[src/rtl/pwm_pkg.sv]
package pwm_pkg;
  typedef enum logic [1:0] {
    EDGE_NONE = 2'b00,
    EDGE_RISE = 2'b01,
    EDGE_FALL = 2'b10
  } edge_e;
endpackage

[src/rtl/pwm_edge_sync.sv]
module pwm_edge_sync
  import pwm_pkg::*;
(
  input  logic  clk,
  input  logic  rst_n,
  input  logic  sig_in,
  output logic  level,
  output edge_e edge_kind
);
  logic meta_q, sync_q, prev_q;

  always_ff @(posedge clk or negedge rst_n) begin
    if (!rst_n) begin
      meta_q <= 1'b0;
      sync_q <= 1'b0;
      prev_q <= 1'b0;
    end else begin
      meta_q <= sig_in;
      sync_q <= meta_q;
      prev_q <= sync_q;
    end
  end

  assign level = sync_q;

  // {previous, current}: 01 rising, 10 falling, otherwise stable
  always_comb begin
    unique case ({prev_q, sync_q})
      2'b01:   edge_kind = EDGE_RISE;
      2'b10:   edge_kind = EDGE_FALL;
      default: edge_kind = EDGE_NONE;
    endcase
  end
endmodule

[src/rtl/pwm_phase_acc.sv]
module pwm_phase_acc
  import pwm_pkg::*;
#(
  parameter int   CNT_W      = 20,
  parameter int   GLITCH_MAX = 200,
  parameter logic POL        = 1'b1
) (
  input  logic             clk,
  input  logic             rst_n,
  input  logic             level,
  input  edge_e            edge_kind,
  input  logic             armed,
  output logic [CNT_W-1:0] sample,
  output logic             push
);
  localparam logic [CNT_W-1:0] SAT_VAL   = '1;
  localparam logic [CNT_W-1:0] RUNT_LIM  = CNT_W'(GLITCH_MAX);
  localparam edge_e            LEAVE_EDG = POL ? EDGE_FALL : EDGE_RISE;

  logic [CNT_W-1:0] acc_q;
  logic             count_en, leave;

  assign leave    = (edge_kind == LEAVE_EDG);
  assign count_en = (level == POL) && (armed || edge_kind != EDGE_NONE);
  assign sample   = acc_q;
  assign push     = leave && (acc_q > RUNT_LIM);

  always_ff @(posedge clk or negedge rst_n) begin
    if (!rst_n)                          acc_q <= '0;
    else if (leave)                      acc_q <= '0;
    else if (count_en && acc_q != SAT_VAL) acc_q <= acc_q + 1'b1;
  end

  assert_clear_after_latch_R3: assert property (@(posedge clk) disable iff (!rst_n)
    leave |=> (acc_q == '0));
  assert_saturate_R9: assert property (@(posedge clk) disable iff (!rst_n)
    (acc_q == SAT_VAL && level == POL) |=> (acc_q == SAT_VAL || $past(leave)));
endmodule

[src/rtl/pwm_avg8.sv]
module pwm_avg8 #(
  parameter int W        = 20,
  parameter int AVG_LOG2 = 3
) (
  input  logic         clk,
  input  logic         rst_n,
  input  logic         push,
  input  logic [W-1:0] din,
  output logic [W-1:0] avg,
  output logic         full
);
  localparam int DEPTH = 1 << AVG_LOG2;
  localparam int SUM_W = W + AVG_LOG2;

  logic [W-1:0]        ring_q [DEPTH];
  logic [AVG_LOG2-1:0] ptr_q;
  logic [AVG_LOG2:0]   fill_q;
  logic [SUM_W-1:0]    sum_q;

  always_ff @(posedge clk or negedge rst_n) begin
    if (!rst_n) begin
      for (int i = 0; i < DEPTH; i++) ring_q[i] <= '0;
      ptr_q  <= '0;
      fill_q <= '0;
      sum_q  <= '0;
    end else if (push) begin
      ring_q[ptr_q] <= din;
      ptr_q         <= ptr_q + 1'b1;
      sum_q         <= sum_q + SUM_W'(din) - SUM_W'(ring_q[ptr_q]);
      if (fill_q != (AVG_LOG2+1)'(DEPTH)) fill_q <= fill_q + 1'b1;
    end
  end

  assign avg  = W'(sum_q >> AVG_LOG2);
  assign full = (fill_q == (AVG_LOG2+1)'(DEPTH));

  assert_fill_bound_R7: assert property (@(posedge clk) disable iff (!rst_n)
    fill_q <= (AVG_LOG2+1)'(DEPTH));
  assert_full_sticky_R7: assert property (@(posedge clk) disable iff (!rst_n)
    full |=> full);
endmodule

[src/rtl/pulse_width_meter.sv]
module pulse_width_meter
  import pwm_pkg::*;
#(
  parameter int CNT_W      = 20,
  parameter int GLITCH_MAX = 200,
  parameter int AVG_LOG2   = 3,
  parameter int TMO_W      = 24
) (
  input  logic             clk,
  input  logic             rst_n,
  input  logic             sig_in,
  input  logic [TMO_W-1:0] timeout_limit,
  output logic [CNT_W-1:0] high_width,
  output logic             high_valid,
  output logic [CNT_W-1:0] low_width,
  output logic             low_valid,
  output logic             timeout
);
  localparam logic [TMO_W-1:0] TMO_SAT = '1;

  logic             level, armed_q;
  edge_e            edge_kind;
  logic [1:0]       push, full, fresh_q;
  logic [CNT_W-1:0] sample [2];
  logic [CNT_W-1:0] avg    [2];
  logic [TMO_W-1:0] tmo_cnt_q;
  logic             tmo_q, tmo_hit, any_push;

  pwm_edge_sync u_sync (
    .clk(clk), .rst_n(rst_n), .sig_in(sig_in),
    .level(level), .edge_kind(edge_kind)
  );

  // counting starts only once an edge has been seen
  always_ff @(posedge clk or negedge rst_n) begin
    if (!rst_n) armed_q <= 1'b0;
    else if (edge_kind != EDGE_NONE) armed_q <= 1'b1;
  end

  // index 0 measures low phases, index 1 high phases
  for (genvar p = 0; p < 2; p++) begin : g_pol
    pwm_phase_acc #(.CNT_W(CNT_W), .GLITCH_MAX(GLITCH_MAX), .POL(p[0])) u_acc (
      .clk(clk), .rst_n(rst_n), .level(level), .edge_kind(edge_kind),
      .armed(armed_q), .sample(sample[p]), .push(push[p])
    );
    pwm_avg8 #(.W(CNT_W), .AVG_LOG2(AVG_LOG2)) u_avg (
      .clk(clk), .rst_n(rst_n), .push(push[p]), .din(sample[p]),
      .avg(avg[p]), .full(full[p])
    );
    always_ff @(posedge clk or negedge rst_n) begin
      if (!rst_n)       fresh_q[p] <= 1'b0;
      else if (push[p]) fresh_q[p] <= 1'b1;
      else if (tmo_hit) fresh_q[p] <= 1'b0;
    end
  end

  assign any_push = |push;
  assign tmo_hit  = (timeout_limit != '0) && (tmo_cnt_q >= timeout_limit);

  always_ff @(posedge clk or negedge rst_n) begin
    if (!rst_n) begin
      tmo_cnt_q <= '0;
      tmo_q     <= 1'b0;
    end else begin
      if (any_push)                  tmo_cnt_q <= '0;
      else if (tmo_cnt_q != TMO_SAT) tmo_cnt_q <= tmo_cnt_q + 1'b1;
      if (any_push)     tmo_q <= 1'b0;
      else if (tmo_hit) tmo_q <= 1'b1;
    end
  end

  assign high_width = avg[1];
  assign low_width  = avg[0];
  assign high_valid = full[1] & fresh_q[1];
  assign low_valid  = full[0] & fresh_q[0];
  assign timeout    = tmo_q;

  assert_timeout_kills_valid_R10: assert property (@(posedge clk) disable iff (!rst_n)
    timeout |-> (!high_valid && !low_valid));
  assert_push_clears_timeout_R10: assert property (@(posedge clk) disable iff (!rst_n)
    any_push |=> !timeout);
endmodule

[config.mk]
export PLATFORM = sky130hd
export DESIGN_NAME = pulse_width_meter
export DESIGN_NICKNAME = d
export VERILOG_FILES = /design/src/rtl/pwm_pkg.sv /design/src/rtl/pwm_edge_sync.sv /design/src/rtl/pwm_phase_acc.sv /design/src/rtl/pwm_avg8.sv /design/src/rtl/pulse_width_meter.sv
export SDC_FILE = /design/constraint.sdc
export NUM_CORES = 1
export LEC_CHECK = 0
export ABC_AREA = 1
export BUFFER_PORTS_ARGS = -buffer_cell sky130_fd_sc_hd__buf_4
export CAP_MARGIN = 15
export CELL_PAD_IN_SITES_DETAIL_PLACEMENT = 0
export CELL_PAD_IN_SITES_GLOBAL_PLACEMENT = 1
export CORE_ASPECT_RATIO = 0.6
export CORE_MARGIN = 1.5
export CORE_UTILIZATION = 40
export CTS_CLUSTER_DIAMETER = 50
export DETAILED_ROUTE_END_ITERATION = 7
export PLACE_DENSITY = 0.77
export SLEW_MARGIN = 20
export SYNTH_ARGS = -nofsm -noshare
export SYNTH_HDL_FRONTEND = slang
export SYNTH_SLANG_ARGS = --single-unit
[constraint.sdc]
create_clock -name clk -period 4.5 [get_ports clk]
set_input_delay 0.45 -clock clk [delete_from_list [all_inputs] [get_ports clk]]
set_output_delay 0.45 -clock clk [all_outputs]
set_load 0.005 [all_outputs]
==> results.md, run 1 <==
- Most used DFF post-synth: dfrtp_1
- Synth unique cells: 43
- Worst-path clk slew: 0.06 ns
- R2R cell count: 17
- Ys async rst share: 1.000
- Routed length per instance: 19.22 µm
- WS Path Type: flop to flop
- Port buffer count: 69
- # IOs: 70
- Top delay family on crit path: simple AND/OR/NAND/NOR gates
- Sequential-to-total area share from yosys stat: 0.4340
- Post-CTS Setup Inserts: 0
- Worst skew pair latency: 0.62 ns
- DR vias/cell: 5.306
- Syn Area/Cell: 7.568 µm²
- CP Cell Sequence: nand2_1 -> inv_1 -> buf_4 -> o21ai_0 -> o2111ai_1 -> fa_1 -> inv_1 -> ha_1 -> nand2_1 -> inv_1 -> a21oi_1 -> nand2_1 -> nand2_1 -> nand2_1 -> or2_2 -> nand3_1 -> nand2_1
- Die area: 66600 µm²
- CTS H-tree lvls: 2
- F_max: 240.1 MHz
- Deepest clock path buffer count: 3
- Final Max Tran Viols: 0
- Vias in the first global route: 21020
- GRT Overall Usage: 0.2479
- Leakage: 14.68 nW
- Most frequent CP cell: nand2_1
- DRT antenna net count: 0
- Count leader, synth: nand2_1
- N_diodes: 0
- Power, Total: 9.137 mW
- Fin crit share: 0.9255
- # DRC: 0
- Hpwl dp: 57640 µm
- Pin count of the biggest net entering global routing: 103
- Multi-input gate area: 12410 µm²
- Via count: 22790
- RePlAce Congestion: 0.9386
- Synth top area share: 0.4340
- Max-cap violations: 0
- Layout Skew: 0.02657 ns
- TNS Setup: 0 ns
- Hold Path Depth: 0
- HP Class: flop to flop
- First-pass GRT wire length: 129400 µm
- CP peak stage delay: 0.52 ns
- Root Driver: clkbuf_16
- FF+latch area: 11290 µm²
- Min cycle time layout: 4.165 ns
- Clock Sinks: 451
- Filler cells: 6566
- RSZ-0062 raised after global routing: no
- Area Overhead vs Synth: 10.77%
- #FFs+latches synth: 451
- Power per Cell Area: 317.2 nW/µm²
- Worst reg2reg path endpoint: g_pol[0].u_avg.sum_q[11]$_DFFE_PN0P_
- Initial antenna violation count: 1
- Initial DRC Count: 2270
- Mapped Area: 26000 µm²
- Number of synthesized flops with an enable pin: 0
- Crit-path slowest cell: o2111ai_1
- Die height: 200.5 µm
- Row count: 72
- Critical path arrival: 4.68 ns
- Worst R2R Setup Slack: 0.34 ns
- Setup violators final: 0
- Worst slew pin tran: 1.026 ns
- Worst r2r src: g_pol[0].u_avg.ptr_q[1]$_DFFE_PN0P_
- Die width: 332.2 µm
- Hold path endpoint: u_sync.level$_DFF_PN0_
- CTS Buf Count: 50
- Cells after Synth: 3436
- Top cells by area, synth: dfrtp_1, nand2_1, o21ai_0
- Worst vdd ir: 0.0002755 V
- Syn Nets: 3586
- Instance count on the critical path: 17
- Warning count from the yosys run: 0
- Max FO, Critical Path: 12
- Nets@finish: 3561
- Endpoint class of the critical path: flop
- CTS tree: done
- Final hold violation count: 0
- Drt total wl: 82530 µm
- CP Launch Type: flop
- Core Box Area: 64320 µm²
- Status: finished, final reports clean
- Router iterations before antenna repair: 6
- Layout cells sized above 1: 0.07871
- Total grt overflow: 0
- Most instantiated cells after synthesis: nand2_1, dfrtp_1, nor2_1, o21ai_0, inv_1
- CP bufs+invs: 4
- Yosys top cell by area: dfrtp_1
- Starting density of the core: 0.4043
- Slew HR: 0.3149
- CP Data Required Time: 5.02 ns
- Hold Crit Start: u_sync.meta_q$_DFF_PN0_
flip-flops by register name, summed over array words and instances (netlist names), 2 cells and up:
signal / flops
g_pol.u_acc.sample: 40
g_pol.u_avg.ring_q: 320
fresh_q: 2
g_pol.u_avg.fill_q: 8
g_pol.u_avg.sum_q: 46
tmo_cnt_q: 24
g_pol.u_avg.ptr_q: 6
area by class of cell:
cell class / count / share of cell area
multi-input cells: 2443 / 0.4309
flip-flops and latches: 451 / 0.3919
clock buffers: 68 / 0.05043
repair buffers: 151 / 0.04326
inverters: 314 / 0.04122
well taps: 851 / 0.03696
clock inverters: 16 / 0.005386
report_power, final:
part	internal [mW]	total, mW	switching [mW]
sequential	4.07	4.10	0.0308
combinational	0.270	0.879	0.608
clock	2.37	4.16	1.79
total	6.70	9.14	2.43
cells in the final DEF, fill, tap and decap left out, types with 10 or more instances in the layout:
master     count
clkbuf_16     53
nor2_2        14
o21ai_1       78
o21ai_0      325
ha_1          83
inv_1        295
xnor2_1       24
inv_2         12
fa_1          40
nor3_1        26
buf_4        140
a21oi_1       78
nor2_1       374
nand3b_1      10
xor2_1        37
dfrtp_1      449
nand4_1       55
nand3_1      281
o2111ai_1     34
nand2_1      930
how the worst max path moves through the flow:
| stage | startpoint | to | slack [ns] |
|---|---|---|---|
| after floorplan | g_pol[1].u_avg.ptr_q[0]$_DFFE_PN0P_ | g_pol[1].u_avg.sum_q[11]$_DFFE_PN0P_ | 1.38 |
| after global placement | g_pol[0].u_avg.ptr_q[1]$_DFFE_PN0P_ | g_pol[0].u_avg.sum_q[12]$_DFFE_PN0P_ | 0.55 |
| after detailed placement | g_pol[0].u_avg.ptr_q[1]$_DFFE_PN0P_ | g_pol[0].u_avg.sum_q[18]$_DFFE_PN0P_ | 0.43 |
| after CTS | g_pol[0].u_avg.ptr_q[1]$_DFFE_PN0P_ | g_pol[0].u_avg.sum_q[18]$_DFFE_PN0P_ | 0.40 |
| after global routing | g_pol[0].u_avg.ptr_q[1]$_DFFE_PN0P_ | g_pol[0].u_avg.sum_q[18]$_DFFE_PN0P_ | 0.13 |
| final | g_pol[0].u_avg.ptr_q[1]$_DFFE_PN0P_ | g_pol[0].u_avg.sum_q[11]$_DFFE_PN0P_ | 0.34 |
per-layer routing:
layer / wire [µm] / part of all wire / track usage / up-vias
met2: 29170 / 0.35 / 0.2956 / 834
met3: 8435 / 0.10 / 0.07061 / 96
met1: 43470 / 0.53 / 0.4197 / 10840
met4: 1441 / 0.017 / 0.05029 / 2
met5: 13 / 0.00016 / 0 / -
li1: - / - / - / 11010
per-stage QoR:
stage / cell area (µm²) / instances / utilization / hold WS, ns / setup slack [ns]
after floorplan: 26000 / 3436 / - / 0.1544 / 1.384
after global placement: 27170 / 4208 / 0.4225 / 0.3453 / 0.5451
after detailed placement: 27170 / 4208 / 0.4225 / 0.3511 / 0.4321
after CTS: 28800 / 4294 / 0.4478 / 0.3641 / 0.3953
after global routing: 28810 / 4294 / 0.4478 / 0.3786 / 0.1300
final: 28810 / 4294 / 0.4478 / 0.3652 / 0.3353
what timing repair did:
item	in CTS	in global routing
setup endpoints to repair	0	2
endpoints found under the hold margin	97	0
hold buffers	2	0
gates resized for setup	0	1
kinds of logic after synthesis:
family                     synth area share
buffers and inverters               0.08950
adders and majority gates           0.07073
xor gates and xnor gates            0.02055
AOI/OAI and AO/OA                    0.1122
DFF                                  0.4340
and+or+nand+nor                      0.2730
Note: power is estimated with default switching activity, not from simulation.
==> run 2, diff against run 1 <==
--- a/config.mk
+++ b/config.mk
@@ -11,7 +11,7 @@
 export CELL_PAD_IN_SITES_DETAIL_PLACEMENT = 0
 export CELL_PAD_IN_SITES_GLOBAL_PLACEMENT = 1
 export CORE_ASPECT_RATIO = 0.6
-export CORE_MARGIN = 1.5
+export CORE_MARGIN = 2
 export CORE_UTILIZATION = 40
 export CTS_CLUSTER_DIAMETER = 50
 export DETAILED_ROUTE_END_ITERATION = 7
==> run 2 against run 1 <==
- power grew 1.4%
- design area shrank 0.22%
- final cell count shrank 0.14%
- count of clock-buffer cells in the layout shrank 1
- via count shrank 0.88%
- die area grew 0.80%
- setup slack gained 0.17 ns
- hold slack lost 0.017 ns
- global-route usage shrank 0.49 points
- combinational power shrank 0.6%
- flip-flop and latch count is the same
==> results.md, run 2 (synthesis gave the netlist of run 1 again) <==
- Root Driver: clkbuf_16
- Max FO, Critical Path: 11 (-1)
- Endpoint class of the critical path: flop
- CP Data Required Time: 4.99 ns (-0.03 ns)
- Resized Gates After CTS: 0 (unchanged)
- CP Launch Type: flop
- Hold path endpoint: u_sync.level$_DFF_PN0_
- DRT antenna net count: 0 (unchanged)
- Max reg flops: 320 (unchanged)
- Area Overhead vs Synth: 10.53%
- Most frequent CP cell: nand2_1
- Worst slew pin tran: 0.9800 ns (-0.04648 ns)
- CTS H-tree lvls: 2 (unchanged)
- Die width: 333.2 µm (+0.30%)
- Router iterations before antenna repair: 6 (unchanged)
- Final hold violation count: 0 (unchanged)
- Fin crit share: 0.8887 (-0.03681)
- Via count: 22590 (-0.88%)
- Filler cells: 6601 (+0.53%)
- Worst hold slack: 0.3487 ns (-0.01652 ns)
- CP peak stage delay: 0.51 ns (about the same)
- Deepest clock path buffer count: 3 (unchanged)
- Worst reg2reg path endpoint: g_pol[1].u_avg.sum_q[16]$_DFFE_PN0P_
- Crit-path slowest cell: o21bai_1
- Dpl cell area: 27030 µm² (-0.53%)
- N_diodes: 0 (unchanged)
- Setup violators final: 0 (unchanged)
- Initial antenna violation count: 0 (-1)
- Worst vdd ir: 0.0002498 V (-9.3%)
- Clock Sinks: 451 (unchanged)
- Die area: 67130 µm² (+0.80%)
- # IOs: 70 (unchanged)
- CTS Buf Count: 50 (unchanged)
- Hold Crit Start: u_sync.meta_q$_DFF_PN0_
- Finished Layout Cells: 4288 (-0.14%)
- Biggest register: g_pol.u_avg.ring_q
- Layout Skew: 0.03153 ns (+0.004962 ns)
- First-pass GRT wire length: 128000 µm (-1.1%)
- Power, Total: 9.262 mW (+1.4%)
- Commonest cells after routing, fill and taps aside: nand2_1, dfrtp_1, nor2_1
- Top delay family on crit path: simple AND/OR/NAND/NOR gates
- Pin count of the biggest net entering global routing: 99 (-3.9%)
- CP bufs+invs: 3 (-1)
- RePlAce Congestion: 0.9070 (-3.4%)
- Initial DRC Count: 2222 (-2.1%)
- CP Cell Sequence: nor2_1 -> clkinv_1 -> buf_4 -> nor2_1 -> o21ai_0 -> o2111ai_1 -> fa_1 -> inv_1 -> fa_1 -> nand2_1 -> nand2_1 -> nand2_1 -> o21bai_1 -> nand2_1 -> nand2_1 -> nand2_1 -> nand3_1 -> nand2_1
- Min cycle time layout: 3.999 ns (-0.1657 ns)
- Final setup margin: 0.5009 ns (+0.1657 ns)
- Hpwl dp: 56480 µm (-2.0%)
- Power per Cell Area: 322.3 nW/µm² (+1.6%)
- Status: finished, final reports clean
- RSZ-0062 raised after global routing: no
- Vias in the first global route: 20970 (-0.24%)
- Worst R2R Setup Slack: 0.50 ns (+0.17 ns)
- Routed length per instance: 18.83 µm (-2.0%)
- Commonest non-fill, non-tap cell in the layout: nand2_1
- Slew HR: 0.3459 (+0.03102)
- F_max: 250.1 MHz (+4.1%)
- Starting density of the core: 0.4043 (unchanged)
- CTS tree: done
- Post-layout util: 0.4468 (-0.0009920)
- Inst Count DP: 4192 (-0.38%)
- Instance count on the critical path: 18 (+1)
- Pre-CTS WS: 0.6609 ns (+0.2288 ns)
- Die height: 201.5 µm (+0.50%)
- Layout cells sized above 1: 0.07681 (-0.001899)
- Leakage: 14.65 nW (-0.20%)
- Core Box Area: 64320 µm² (unchanged)
- Worst r2r src: g_pol[1].u_avg.ptr_q[1]$_DFFE_PN0P_
- Worst skew pair latency: 0.62 ns (about the same)
- Nets@finish: 3545 (-0.45%)
- Final Max Tran Viols: 0 (unchanged)
- Drt total wl: 80760 µm (-2.1%)
- Port buffer count: 69 (unchanged)
- Worst-path clk slew: 0.07 ns (about the same)
- Row count: 72 (unchanged)
- TNS Setup: 0 ns (unchanged)
- # DRC: 0 (unchanged)
- R2R cell count: 18 (+1)
- Max-cap violations: 0 (unchanged)
- WS Path Type: flop to flop
- GRT Overall Usage: 0.2430 (-0.004888)
- Critical path arrival: 4.49 ns (-0.19 ns)
- Hold Path Depth: 0 (unchanged)
- HP Class: flop to flop
- DR vias/cell: 5.267 (-0.74%)
- Total grt overflow: 0 (unchanged)
- Design area: 28740 µm² (-0.22%)
[run 2: metal layers]
layer	track usage	part of all wire
met1	0.4092	0.53
met2	0.3025	0.36
met3	0.05869	0.091
met4	0.04557	0.014
met5	0	0
[run 2: repair_timing]
| item | 4_1_cts | 5_1_grt |
|---|---|---|
| buffers inserted | 0 | 0 |
| endpoints found under the hold margin | 92 | 0 |
| hold buffers | 2 | 0 |
[run 2: worst max-delay path by stage]
stage | slack [ns] | from | to
3_5_place_dp | 0.66 | g_pol[0].u_avg.ptr_q[1]$_DFFE_PN0P_ | g_pol[0].u_avg.sum_q[13]$_DFFE_PN0P_
4_1_cts | 0.64 | g_pol[0].u_avg.ptr_q[1]$_DFFE_PN0P_ | g_pol[0].u_avg.sum_q[13]$_DFFE_PN0P_
2_1_floorplan | 1.38 | g_pol[1].u_avg.ptr_q[0]$_DFFE_PN0P_ | g_pol[1].u_avg.sum_q[11]$_DFFE_PN0P_
6_report | 0.50 | g_pol[1].u_avg.ptr_q[1]$_DFFE_PN0P_ | g_pol[1].u_avg.sum_q[16]$_DFFE_PN0P_
5_1_grt | 0.14 | g_pol[0].u_avg.ptr_q[1]$_DFFE_PN0P_ | g_pol[0].u_avg.sum_q[13]$_DFFE_PN0P_
3_3_place_gp | 0.69 | g_pol[0].u_avg.ptr_q[1]$_DFFE_PN0P_ | g_pol[0].u_avg.sum_q[13]$_DFFE_PN0P_
[run 2: cell type report]
class                      count  area, µm²  area share
sequential                   451      11290      0.3928
clock buffer                  67       1439     0.05006
clock inverter                27      254.0    0.008837
tap                          851       1065     0.03705
timing repair buffer         135       1101     0.03831
multi-input combinational   2443      12410      0.4318
inverter                     314       1184     0.04118
[run 2: report_power, final]
part | internal, mW | switching (mW)
registers | 4.07 | 0.0346
clock network | 2.44 | 1.85
logic | 0.269 | 0.604
total | 6.77 | 2.49
[run 2: worst reg2reg max path, delay by kind of cell, from the launching register on]
kind	cells	cell delay [ns]
and+or+nand+nor	10	1.19
buffers and inverters	3	0.89
AOI/OAI and AO/OA	3	0.73
adders and majority gates	2	0.64
DFF	1	0.43
